File: src/rtl/eic_pkg.sv
`timescale 1ns/1ps
package eic_pkg;
    localparam int unsigned WORD_BITS  = 32;
    // word-index bases of the fixed map
    localparam int unsigned PEND_WBASE = 0;    // 0x000
    localparam int unsigned MODE_WBASE = 3;    // 0x00C
    localparam int unsigned PRIO_WBASE = 6;    // 0x018
    localparam int unsigned EN_WBASE   = 128;  // 0x200
    localparam int unsigned THR_WIDX   = 131;  // 0x20C
    localparam int unsigned CLM_WIDX   = 132;  // 0x210

    typedef enum logic [0:0] {
        CLM_IDLE = 1'b0,
        CLM_HELD = 1'b1
    } clm_state_e;

    typedef enum logic [2:0] {
        RG_NONE = 3'd0,
        RG_PEND = 3'd1,
        RG_MODE = 3'd2,
        RG_PRIO = 3'd3,
        RG_EN   = 3'd4,
        RG_THR  = 3'd5,
        RG_CLM  = 3'd6
    } region_e;
endpackage

File: src/rtl/eic_decode.sv
`timescale 1ns/1ps
module eic_decode
    import eic_pkg::*;
#(
    parameter int unsigned NUM_SRC = 80,
    parameter int unsigned ADDR_W  = 10,
    parameter int unsigned IDX_W   = 8
) (
    input  logic [ADDR_W-1:0] addr_i,
    output region_e           region_o,
    output logic [IDX_W-1:0]  off_o
);
    localparam int unsigned NUM_WORDS = (NUM_SRC + WORD_BITS - 1) / WORD_BITS;

    logic [31:0] widx;
    logic [31:0] o_pend, o_mode, o_prio, o_en;

    assign widx   = 32'(addr_i[ADDR_W-1:2]);
    assign o_pend = widx - PEND_WBASE;
    assign o_mode = widx - MODE_WBASE;
    assign o_prio = widx - PRIO_WBASE;
    assign o_en   = widx - EN_WBASE;

    always_comb begin
        region_o = RG_NONE;
        off_o    = '0;
        if (addr_i[1:0] != 2'b00) begin
            region_o = RG_NONE;
        end else if (o_pend < NUM_WORDS) begin
            region_o = RG_PEND;
            off_o    = IDX_W'(o_pend);
        end else if (o_mode < NUM_WORDS) begin
            region_o = RG_MODE;
            off_o    = IDX_W'(o_mode);
        end else if (o_prio < NUM_SRC) begin
            region_o = RG_PRIO;
            off_o    = IDX_W'(o_prio);
        end else if (o_en < NUM_WORDS) begin
            region_o = RG_EN;
            off_o    = IDX_W'(o_en);
        end else if (widx == THR_WIDX) begin
            region_o = RG_THR;
        end else if (widx == CLM_WIDX) begin
            region_o = RG_CLM;
        end
    end
endmodule

File: src/rtl/eic_regs.sv
`timescale 1ns/1ps
module eic_regs
    import eic_pkg::*;
#(
    parameter int unsigned NUM_SRC = 80,
    parameter int unsigned PRIO_W  = 3,
    parameter int unsigned THR_W   = 2,
    parameter int unsigned IDX_W   = 8,
    parameter int unsigned ID_W    = 7
) (
    input  logic                           clk_i,
    input  logic                           rst_ni,
    input  logic [NUM_SRC-1:0]             src_i,
    input  logic                           wr_en_i,
    input  logic                           rd_en_i,
    input  region_e                        region_i,
    input  logic [IDX_W-1:0]               off_i,
    input  logic [31:0]                    wdata_i,
    input  logic [ID_W-1:0]                claim_id_i,
    output logic [NUM_SRC-1:0]             pend_o,
    output logic [NUM_SRC-1:0]             en_o,
    output logic [NUM_SRC-1:0][PRIO_W-1:0] prio_o,
    output logic [THR_W-1:0]               thr_o,
    output logic [31:0]                    rval_o
);
    localparam int unsigned NUM_WORDS = (NUM_SRC + WORD_BITS - 1) / WORD_BITS;
    localparam int unsigned PAD_BITS  = NUM_WORDS * WORD_BITS;

    logic clm_rd;
    logic wr_prio, wr_en_reg, wr_thr;
    logic [THR_W-1:0] thr_q;

    assign clm_rd    = rd_en_i && (region_i == RG_CLM);
    assign wr_prio   = wr_en_i && (region_i == RG_PRIO);
    assign wr_en_reg = wr_en_i && (region_i == RG_EN);
    assign wr_thr    = wr_en_i && (region_i == RG_THR);

    // per-source storage: pending, enable, priority
    for (genvar s = 0; s < NUM_SRC; s++) begin : g_src
        if (s == 0) begin : g_zero
            logic en0_q;
            assign pend_o[s] = 1'b0;
            assign prio_o[s] = '0;
            always_ff @(posedge clk_i or negedge rst_ni) begin
                if (!rst_ni)
                    en0_q <= 1'b0;
                else if (wr_en_reg && off_i == IDX_W'(0))
                    en0_q <= wdata_i[0];
            end
            assign en_o[s] = en0_q;
        end else begin : g_live
            logic pend_q, en_q;
            logic [PRIO_W-1:0] prio_q;
            always_ff @(posedge clk_i or negedge rst_ni) begin
                if (!rst_ni) begin
                    pend_q <= 1'b0;
                end else if (src_i[s]) begin
                    pend_q <= 1'b1;
                end else if (clm_rd && claim_id_i == ID_W'(s)) begin
                    pend_q <= 1'b0;
                end
            end
            always_ff @(posedge clk_i or negedge rst_ni) begin
                if (!rst_ni)
                    en_q <= 1'b0;
                else if (wr_en_reg && off_i == IDX_W'(s / WORD_BITS))
                    en_q <= wdata_i[s % WORD_BITS];
            end
            // word k programs source k+1
            always_ff @(posedge clk_i or negedge rst_ni) begin
                if (!rst_ni)
                    prio_q <= '0;
                else if (wr_prio && off_i == IDX_W'(s - 1))
                    prio_q <= wdata_i[PRIO_W-1:0];
            end
            assign pend_o[s] = pend_q;
            assign en_o[s]   = en_q;
            assign prio_o[s] = prio_q;
        end
    end

    always_ff @(posedge clk_i or negedge rst_ni) begin
        if (!rst_ni)
            thr_q <= '0;
        else if (wr_thr)
            thr_q <= wdata_i[THR_W-1:0];
    end
    assign thr_o = thr_q;

    // read path: OR-chains over words and priority entries
    logic [PAD_BITS-1:0] pend_pad, en_pad;
    logic [31:0] pend_acc [NUM_WORDS+1];
    logic [31:0] en_acc   [NUM_WORDS+1];
    logic [31:0] prio_acc [NUM_SRC+1];

    assign pend_pad    = PAD_BITS'(pend_o);
    assign en_pad      = PAD_BITS'(en_o);
    assign pend_acc[0] = '0;
    assign en_acc[0]   = '0;
    assign prio_acc[0] = '0;

    for (genvar w = 0; w < NUM_WORDS; w++) begin : g_word
        logic hit;
        assign hit = (off_i == IDX_W'(w));
        assign pend_acc[w+1] = pend_acc[w] |
                               (hit ? pend_pad[w*WORD_BITS +: WORD_BITS] : 32'd0);
        assign en_acc[w+1]   = en_acc[w] |
                               (hit ? en_pad[w*WORD_BITS +: WORD_BITS] : 32'd0);
    end

    for (genvar k = 0; k < NUM_SRC; k++) begin : g_prd
        assign prio_acc[k+1] = prio_acc[k] |
                               ((off_i == IDX_W'(k)) ? 32'(prio_o[k]) : 32'd0);
    end

    always_comb begin
        rval_o = '0;
        unique case (region_i)
            RG_PEND: rval_o = pend_acc[NUM_WORDS];
            RG_MODE: rval_o = '0;
            RG_PRIO: rval_o = prio_acc[NUM_SRC];
            RG_EN:   rval_o = en_acc[NUM_WORDS];
            RG_THR:  rval_o = 32'(thr_q);
            RG_CLM:  rval_o = 32'(claim_id_i);
            default: rval_o = '0;
        endcase
    end
endmodule

File: src/rtl/eic_select.sv
`timescale 1ns/1ps
module eic_select #(
    parameter int unsigned NUM_SRC = 80,
    parameter int unsigned PRIO_W  = 3,
    parameter int unsigned THR_W   = 2,
    parameter int unsigned ID_W    = 7
) (
    input  logic [NUM_SRC-1:0]             pend_i,
    input  logic [NUM_SRC-1:0]             en_i,
    input  logic [NUM_SRC-1:0][PRIO_W-1:0] prio_i,
    input  logic [THR_W-1:0]               thr_i,
    output logic                           any_o,
    output logic [ID_W-1:0]                sel_id_o
);
    logic [NUM_SRC-1:0] elig;
    logic [ID_W-1:0]    pick [NUM_SRC+1];

    assign pick[NUM_SRC] = '0;

    // lowest eligible index wins: chain runs from the top index down
    for (genvar n = 0; n < NUM_SRC; n++) begin : g_elig
        if (n == 0) begin : g_none
            assign elig[n] = 1'b0;
        end else begin : g_cmp
            assign elig[n] = pend_i[n] & en_i[n] & (prio_i[n] > PRIO_W'(thr_i));
        end
        assign pick[n] = elig[n] ? ID_W'(n) : pick[n+1];
    end

    assign any_o    = |elig;
    assign sel_id_o = pick[0];
endmodule

File: src/rtl/eic_claim_fsm.sv
`timescale 1ns/1ps
module eic_claim_fsm
    import eic_pkg::*;
#(
    parameter int unsigned ID_W = 7
) (
    input  logic            clk_i,
    input  logic            rst_ni,
    input  logic            any_i,
    input  logic [ID_W-1:0] sel_id_i,
    input  logic            cmp_wr_i,
    input  logic [31:0]     wdata_i,
    output logic [ID_W-1:0] claim_id_o
);
    clm_state_e      state_q, state_d;
    logic [ID_W-1:0] id_q, id_d;

    always_comb begin
        state_d = state_q;
        id_d    = id_q;
        unique case (state_q)
            CLM_IDLE: begin
                if (any_i) begin           // capture
                    state_d = CLM_HELD;
                    id_d    = sel_id_i;
                end
            end
            CLM_HELD: begin
                if (cmp_wr_i && wdata_i == 32'(id_q)) begin   // complete
                    state_d = CLM_IDLE;
                    id_d    = '0;
                end
            end
            default: begin
                state_d = CLM_IDLE;
                id_d    = '0;
            end
        endcase
    end

    always_ff @(posedge clk_i or negedge rst_ni) begin
        if (!rst_ni) begin
            state_q <= CLM_IDLE;
            id_q    <= '0;
        end else begin
            state_q <= state_d;
            id_q    <= id_d;
        end
    end

    always_comb begin
        claim_id_o = '0;
        unique case (state_q)
            CLM_IDLE: claim_id_o = '0;
            CLM_HELD: claim_id_o = id_q;
            default:  claim_id_o = '0;
        endcase
    end
endmodule

File: src/rtl/ext_irq_ctrl.sv
`timescale 1ns/1ps
module ext_irq_ctrl
    import eic_pkg::*;
#(
    parameter int unsigned NUM_SRC = 80,
    parameter int unsigned PRIO_W  = 3,
    parameter int unsigned THR_W   = 2,
    parameter int unsigned ADDR_W  = 10
) (
    input  logic               clk_i,
    input  logic               rst_ni,
    input  logic [NUM_SRC-1:0] src_i,
    input  logic [ADDR_W-1:0]  addr_i,
    input  logic               wr_en_i,
    input  logic [31:0]        wdata_i,
    input  logic               rd_en_i,
    output logic [31:0]        rdata_o,
    output logic               irq_o
);
    localparam int unsigned IDX_W = ADDR_W - 2;
    localparam int unsigned ID_W  = $clog2(NUM_SRC);

    region_e                    region;
    logic [IDX_W-1:0]           off;
    logic [NUM_SRC-1:0]         pend_w, en_w;
    logic [NUM_SRC-1:0][PRIO_W-1:0] prio_w;
    logic [THR_W-1:0]           thr_w;
    logic [31:0]                rval;
    logic                       any_elig;
    logic [ID_W-1:0]            sel_id, claim_id_w;
    logic                       cmp_wr;
    logic [31:0]                rdata_q;

    eic_decode #(.NUM_SRC(NUM_SRC), .ADDR_W(ADDR_W), .IDX_W(IDX_W)) u_dec (
        .addr_i   (addr_i),
        .region_o (region),
        .off_o    (off)
    );

    eic_regs #(.NUM_SRC(NUM_SRC), .PRIO_W(PRIO_W), .THR_W(THR_W),
               .IDX_W(IDX_W), .ID_W(ID_W)) u_regs (
        .clk_i      (clk_i),
        .rst_ni     (rst_ni),
        .src_i      (src_i),
        .wr_en_i    (wr_en_i),
        .rd_en_i    (rd_en_i),
        .region_i   (region),
        .off_i      (off),
        .wdata_i    (wdata_i),
        .claim_id_i (claim_id_w),
        .pend_o     (pend_w),
        .en_o       (en_w),
        .prio_o     (prio_w),
        .thr_o      (thr_w),
        .rval_o     (rval)
    );

    eic_select #(.NUM_SRC(NUM_SRC), .PRIO_W(PRIO_W), .THR_W(THR_W), .ID_W(ID_W)) u_sel (
        .pend_i   (pend_w),
        .en_i     (en_w),
        .prio_i   (prio_w),
        .thr_i    (thr_w),
        .any_o    (any_elig),
        .sel_id_o (sel_id)
    );

    assign cmp_wr = wr_en_i && (region == RG_CLM);

    eic_claim_fsm #(.ID_W(ID_W)) u_fsm (
        .clk_i      (clk_i),
        .rst_ni     (rst_ni),
        .any_i      (any_elig),
        .sel_id_i   (sel_id),
        .cmp_wr_i   (cmp_wr),
        .wdata_i    (wdata_i),
        .claim_id_o (claim_id_w)
    );

    always_ff @(posedge clk_i or negedge rst_ni) begin
        if (!rst_ni)
            rdata_q <= '0;
        else
            rdata_q <= rd_en_i ? rval : 32'd0;
    end

    assign rdata_o = rdata_q;
    assign irq_o   = any_elig;
endmodule

File: config.mk
export PLATFORM = sky130hd
export DESIGN_NAME = ext_irq_ctrl
export DESIGN_NICKNAME = d
export VERILOG_FILES = /design/src/rtl/eic_pkg.sv /design/src/rtl/eic_decode.sv /design/src/rtl/eic_regs.sv /design/src/rtl/eic_select.sv /design/src/rtl/eic_claim_fsm.sv /design/src/rtl/ext_irq_ctrl.sv
export SDC_FILE = /design/constraint.sdc
export NUM_CORES = 1
export LEC_CHECK = 0
export CAP_MARGIN = 30
export CORE_ASPECT_RATIO = 1.1
export CORE_MARGIN = 2
export CORE_UTILIZATION = 60
export CTS_BUF_LIST = sky130_fd_sc_hd__clkbuf_4 sky130_fd_sc_hd__clkbuf_8
export DETAILED_ROUTE_END_ITERATION = 10
export PLACE_DENSITY = 0.8
export SLEW_MARGIN = 20
export SYNTH_ARGS = -nofsm -noshare
export SYNTH_HDL_FRONTEND = slang
export SYNTH_SLANG_ARGS = --single-unit
File: constraint.sdc
create_clock -name clk_i -period 14.5 [get_ports clk_i]
set_clock_uncertainty 0.2 [all_clocks]
set_input_delay 2.175 -clock clk_i [delete_from_list [all_inputs] [get_ports clk_i]]
set_output_delay 2.175 -clock clk_i [all_outputs]
set_load 0.01 [all_outputs]
; ---- Word level (Yosys, flattened, before mapping)
; Cells that the tools add are included.
[classes]
n_addsub = 3
n_lt_le_gt_ge = 83
eq_ne = 168
muxes = 343
bitwise_logic = 241
reduce_logical = 250
[ops]
columns = operator, n
row1 = bitwise OR 32 bit, 82
row2 = two-way mux 7 bit, 81
row3 = two-way mux 3 bit, 86
row4 = "== test 8 x 6 -> 1 bit, second input constant", 32
row5 = greater-than comparator 3 x 2 -> 1 bit, 79
row6 = "== test 7 x 6 -> 1 bit, second input constant", 32
row7 = logical AND 1 bit, 167
row8 = two-way mux 1 bit, 160
row9 = two-way mux 32 bit, 5
row10 = case mux 32 bit (5 select lines), 1
row11 = nonzero test 2 bit, 80
row12 = bitwise AND 1 bit, 158
row13 = "== test 8 x 5 -> 1 bit, second input constant", 16
row14 = "== test 8 x 7 -> 1 bit, second input constant", 16
row15 = "== test 7 x 5 -> 1 bit, second input constant", 16
row16 = "== test 7 bit, second input constant", 16
row17 = OR reduction 79 bit, 1
row18 = "== test 8 x 4 -> 1 bit, second input constant", 8
row19 = "less-than comparator 32 x 2 -> 1 bit, second input constant", 2
row20 = "== test 7 x 4 -> 1 bit, second input constant", 8
row21 = two-way mux 8 bit, 5
row22 = == test 32 x 7 -> 1 bit, 1
row23 = "== test 8 x 3 -> 1 bit, second input constant", 4
row24 = "less-than comparator 32 x 7 -> 1 bit, second input constant", 1
row25 = 20 further kinds, 31
[totals]
ff_bits = 438
inputBits = 126
out_inout_bits = 33
elab_cells = 1330

; ---- Depth between registers and ports, before layout
[logic_depth]
word_depth = 89
ltp_mapped = 18
ltp_nobuf = 13

; ---- By module
; A second synthesis with hierarchy kept.
[hier_totals]
hier_cells = 2557
hier_area_um2 = 27020.9
[modules_own_cells]
columns = mod, n_inst, cells_per_inst, area_per_inst_um2, seq_area_each_um2
row1 = eic_regs, 1, 1631, 19449.9, 9959.6
row2 = eic_select, 1, 731, 5499.0, 0.0
row3 = ext_irq_ctrl, 1, 68, 1066.0, 800.8
row4 = eic_claim_fsm, 1, 60, 508.0, 200.2
row5 = eic_decode, 1, 67, 498.0, 0.0

; ---- Worst setup path after synthesis
; No wires, ideal clock.
[synth_timing]
path_kind = input to register
startpoint = input port addr_i[2]
endpoint = register rdata_q[0] (netlist: rdata_o[0])
setup_ps = 130
arrival_time_ps = 5900
required_ps = 14170
path_slack_ps = 8270
stages = 16
path_buffers = 4
path_cell_list = clkbuf_1 > inv_1 > ha_1 > or3_4 > a2111oi_4 > nor2_1 > buf_2 > a41o_1 > buf_2 > clkbuf_1 > a41oi_2 > o221ai_2 > or4_1 > or4_1 > o31ai_1 > a21oi_1
[synth_via]
elab_chain_len = 89
word_cells_on_any_way = 274
classes_between = add/sub: 3 / order compare: 4 / eq/ne: 86 / mux: 98 / bitwise: 82 / reduce/logical: 1
[synth_rtl]
columns = element, line_no
row1 = "start, declared", ext_irq_ctrl.sv:13  ; input logic [ADDR_W-1:0] addr_i,
row2 = subtractor 8 x 8 -> 9 bit, eic_decode.sv:22  ; assign o_en = widx - EN_WBASE;
row3 = less-than comparator 32 x 2 -> 1 bit, eic_decode.sv:38  ; end else if (o_en < NUM_WORDS) begin
row4 = two-way mux 8 bit, eic_decode.sv:38
row5 = two-way mux 8 bit, eic_decode.sv:35  ; end else if (o_prio < NUM_SRC) begin
row6 = two-way mux 8 bit, eic_decode.sv:32  ; end else if (o_mode < NUM_WORDS) begin
row7 = two-way mux 8 bit, eic_decode.sv:29  ; end else if (o_pend < NUM_WORDS) begin
row8 = two-way mux 8 bit, eic_decode.sv:27  ; if (addr_i[1:0] != 2'b00) begin
row9 = == test 8 x 1 -> 1 bit / == test 8 x 2 -> 1 bit (equally long branches), "eic_regs.sv:104, eic_regs.sv:113"
row10 = two-way mux 3 bit, eic_regs.sv:113  ; ((off_i == IDX_W'(k)) ? 32'(prio_o[k]) : 32'd0);
row11 = bitwise OR 32 bit (78 in series), eic_regs.sv:112  ; assign prio_acc[k+1] = prio_acc[k] |
row12 = case mux 32 bit (5 select lines) *, eic_regs.sv:118  ; unique case (region_i)
row13 = two-way mux 32 bit *, ext_irq_ctrl.sv:83  ; rdata_q <= rd_en_i ? rval : 32'd0;
row14 = "end signal, assigned", ext_irq_ctrl.sv:83
row15 = "end, declared", ext_irq_ctrl.sv:32  ; logic [31:0] rdata_q;
; Mark *: on every way between the ends. The rest lies on a longest branch, timed or not.
; A chain may end at the register's enable or synchronous reset.

; ---- Worst setup path after layout
[layout_timing]
startpoint = input port addr_i[4]
endpoint = register rdata_q[0] (netlist: rdata_o[0])
; Same word-level chain as after synthesis.

==> impl_metrics.py <==
metrics = {
    "status": {
        "status": "complete, no violations",
    },
    "layout": {
        "n_antenna_cell": 0,
        "nets": 2986,
        "layout-drive-gt1-share_pct": 18.5,
        "final_cells": 3318,
        "area_growth_pct": 15.5,
    },
    "floorplan": {
        "fp-row-count": 79,
        "start_util_pct": 60.6,
        "die_area_mm2": 0.0443,
        "io_pins": 159,
        "core_mm2": 0.0422,
        "die_w_um": 201,
        "die_height_um": 221,
    },
    "synth": {
        "syn_nets": 2830,
        "synth_cell_types": 89,
        "synth_ff_type": "dfrtp_1",
        "ys_async_sr_fraction_pct": 100,
        "synth-edff-count": 0,
        "syn_area_per_cell_um2": 10.1,
        "synth_area_mm2": 0.0256,
        "netlist_instances": 2541,
        "ys_ff_latch": 438,
        "yosysSeqAreaShare_pct": 42.8,
        "yosysWarnings": 0,
    },
    "placement": {
        "gp_congestion": 1.02,
        "port_buffers": 157,
        "detailedPlace.worstSlack_ns": 6.23,
        "dp_cells": 3180,
        "dpl.hpwl_um": 74000,
    },
    "detailed_routing": {
        "dr.first_iter.drc_count": 3038,
        "drtPass1Iterations": 8,
        "wl_per_cell_um": 30.6,
        "vias": 23200,
        "vias_per_cell": 6.98,
        "ant_nets": 0,
        "drcViolationCount": 0,
        "finalWirelength_um": 102000,
    },
    "cts": {
        "tritoncts": "yes",
        "cts_resized": 0,
        "numCtsBuffers": 76,
        "path_clk_slew_ns": 0.06,
        "postCtsSetupBuffers": 0,
        "cts.sinks": 438,
        "clockBufferDepth": 3,
        "clock_latency_ns": 0.68,
        "clockRootBuffer": "clkbuf_8",
        "postCtsHoldBufs": 0,
        "htree_levels": 3,
    },
    "grt": {
        "grt_pass1_vias": 22200,
        "grt_pass1_wl_um": 146000,
        "antenna_found_initial": 0,
        "grt_usage_pct": 45.5,
        "grt_overflow_total": 0,
        "grt_max_degree": 175,
    },
    "sta": {
        "worst_slew_pin_slew_ns": 1.17,
        "fin_crit_ns": 7.70,
        "hold_violations": 0,
        "slew_headroom_pct": 21.5,
        "fin_ws_ns": 6.80,
        "setup_viol": 0,
        "fin_crit_sh_pct": 53.1,
        "fmax_mhz": 130,
        "tns_ns": 0,
        "drv_slew": 0,
        "rsz0062_at_grt": "false",
        "hold_slack_ns": 0.315,
    },
    "power": {
        "max-vdd-ir-drop_v": 0.0000946,
        "total_power_mw": 2.67,
        "powerDensity_mw_per_mm2": 90.4,
        "leakage_nw": 13.9,
    },
    "setup_path": {
        "start_kind": "primary input",
        "r2r_cells": 13,
        "reg2reg_to": "u_fsm.id_q[2]",
        "end_kind": "register",
        "critical_path_class": "primary input to register",
        "r2r_slack_ns": 9.37,
        "crit_path_end": "rdata_o[0]",
        "cp_data_required_time_ns": 14.80,
        "timing.rr.start": "u_regs.thr_o[1]",
        "cp_max_fo": 34,
        "arrival_ns": 8.00,
        "crit_path_start": "addr_i[4]",
    },
    "min_path": {
        "hold_path.class": "register to register",
        "hp-start": "u_regs.g_src[0].g_zero.en0_q",
    },
    "run": {
        "cap_violations": 0,
    },
}
## per-layer routing
metal  wire, um  part of all wire [%]  GRT usage, %
met1      37100                    37          56.7
met2      44400                    44          69.3
met3      11300                    11          12.2
met4       8740                   8.6          32.5
met5          0                     0             0
## registers in the layout (all words and copies together) (netlist names)
name                        cells
rdata_o                        32
u_fsm.id_q                      7
u_fsm.state_q                   1
u_regs.g_src.g_live.en_q       79
u_regs.g_src.g_live.pend_q     79
u_regs.g_src.g_live.prio_q    237
u_regs.g_src.g_zero.en0_q       1
u_regs.thr_o                    2
## power by group
group	total, mW	switching [mW]	internal (mW)	leakage (nW)
combinational	0.190	0.121	0.0693	7.58
clock	1.24	0.531	0.704	0.866
sequential	1.25	0.0125	1.23	5.48
total	2.67	0.664	2.01	13.9
## through the flow
| stage | cell area, um^2 | util [%] |
|---|---|---|
| CTS | 29400 | 69.8 |
| detailed placement | 27800 | 65.9 |
| global route | 29600 | 70.0 |
| global placement | 27700 | 65.7 |
| floorplan | 25600 | - |
| finish | 29600 | 70.0 |
## Yosys cell counts (4+ instances only)
| cell type | count | area share (%) |
|---|---|---|
| buf_1 | 10 | 0.15 |
| or4_1 | 6 | 0.18 |
| dfrtp_1 | 438 | 43 |
| a21o_1 | 35 | 1.0 |
| a211oi_1 | 10 | 0.29 |
| a2bb2oi_1 | 27 | 0.92 |
| o211a_1 | 74 | 2.9 |
| a32oi_1 | 7 | 0.24 |
| mux2_2 | 280 | 12 |
| o21ai_0 | 113 | 2.2 |
| o211ai_1 | 11 | 0.32 |
| nor2b_1 | 41 | 1.0 |
| and3_1 | 14 | 0.34 |
| and2_1 | 5 | 0.12 |
| clkbuf_1 | 101 | 1.5 |
| nand2_1 | 202 | 3.0 |
| or2_2 | 8 | 0.20 |
| ha_1 | 163 | 8.0 |
| o31ai_1 | 12 | 0.35 |
| nor4_1 | 32 | 0.78 |
| a21oi_1 | 175 | 3.4 |
| a22oi_1 | 112 | 3.3 |
| xor2_1 | 10 | 0.34 |
| nor3b_1 | 4 | 0.12 |
| nand3_1 | 49 | 0.96 |
| a221oi_1 | 7 | 0.24 |
| or3_1 | 4 | 0.098 |
| buf_2 | 14 | 0.27 |
| a31oi_1 | 11 | 0.27 |
| inv_1 | 148 | 2.2 |
| a22o_1 | 23 | 0.79 |
| o22ai_1 | 11 | 0.27 |
| nor2_1 | 157 | 2.3 |
| nor3_1 | 42 | 0.82 |
| a222oi_1 | 13 | 0.51 |
| o22a_1 | 18 | 0.62 |
| nand4_1 | 20 | 0.49 |
| nand2b_1 | 56 | 1.4 |
## cell type report
type	instances	area, um^2
multi-input cells	1826	13600
fillers	3205	12700
flip-flops and latches	438	11000
repair buffers	206	2050
clock buffers	121	1500
well taps	567	709
inverters	149	561
clock inverters	11	135
## placed cells by master (no fill, tap or decap), types with 12 or more instances in the layout
cell             synthesis  final
clkbuf_8                 0     94
a21oi_1                175    175
inv_1                  148    147
o211a_1                 74     74
o22a_1                  18     18
a22oi_1                112    112
nand2_1                202    202
clkbuf_4                 0     27
a21o_1                  35     35
buf_4                    1     37
nand2b_1                56     56
mux2_2                 280    280
o31ai_1                 12     12
a2bb2oi_1               27     27
dfrtp_1                438    437
a222oi_1                13     13
ha_1                   163    163
nor4_1                  32     30
nand4_1                 20     20
nor2_1                 157    155
clkdlybuf4s50_1          0    153
and3_1                  14     14
o21ai_0                113    113
a22o_1                  23     23
nor2b_1                 41     41
nor3_1                  42     34
nand3_1                 49     49
## cell families after synthesis
| kind of cell | count (synthesis) | synth area share (%) |
|---|---|---|
| muxes | 281 | 12.4 |
| buffers and inverters | 277 | 4.21 |
| AOI/OAI and AO/OA | 704 | 19.5 |
| and+or+nand+nor | 667 | 12.8 |
| adders and majority gates | 163 | 7.97 |
| DFF | 438 | 42.8 |
| xor gates and xnor gates | 11 | 0.377 |
## worst min path at each step
| stage | to | cells after the start |
|---|---|---|
| after floorplan | u_regs.g_src[2].g_live.pend_q | 1 |
| after global placement | u_regs.g_src[60].g_live.prio_q[0] | 1 |
| after detailed placement | u_regs.g_src[77].g_live.prio_q[0] | 1 |
| after CTS | u_regs.g_src[77].g_live.prio_q[0] | 1 |
| after global routing | u_regs.g_src[77].g_live.prio_q[0] | 1 |
| final | u_regs.g_src[0].g_zero.en0_q | 1 |
## worst max-delay path: stages
cell             delay, ns
clkdlybuf4s50_1       0.81
inv_1                 0.24
ha_1                  0.32
a21bo_2               0.24
a2111oi_4             0.44
nor3_1                0.14
a221o_1               0.67
and4_2                0.68
clkinv_2              0.22
o221ai_2              0.12
or4_1                 0.59
or4_1                 0.52
o31ai_1               0.68
a21oi_1               0.14
No activity file was read; power rests on OpenSTA's default activity.
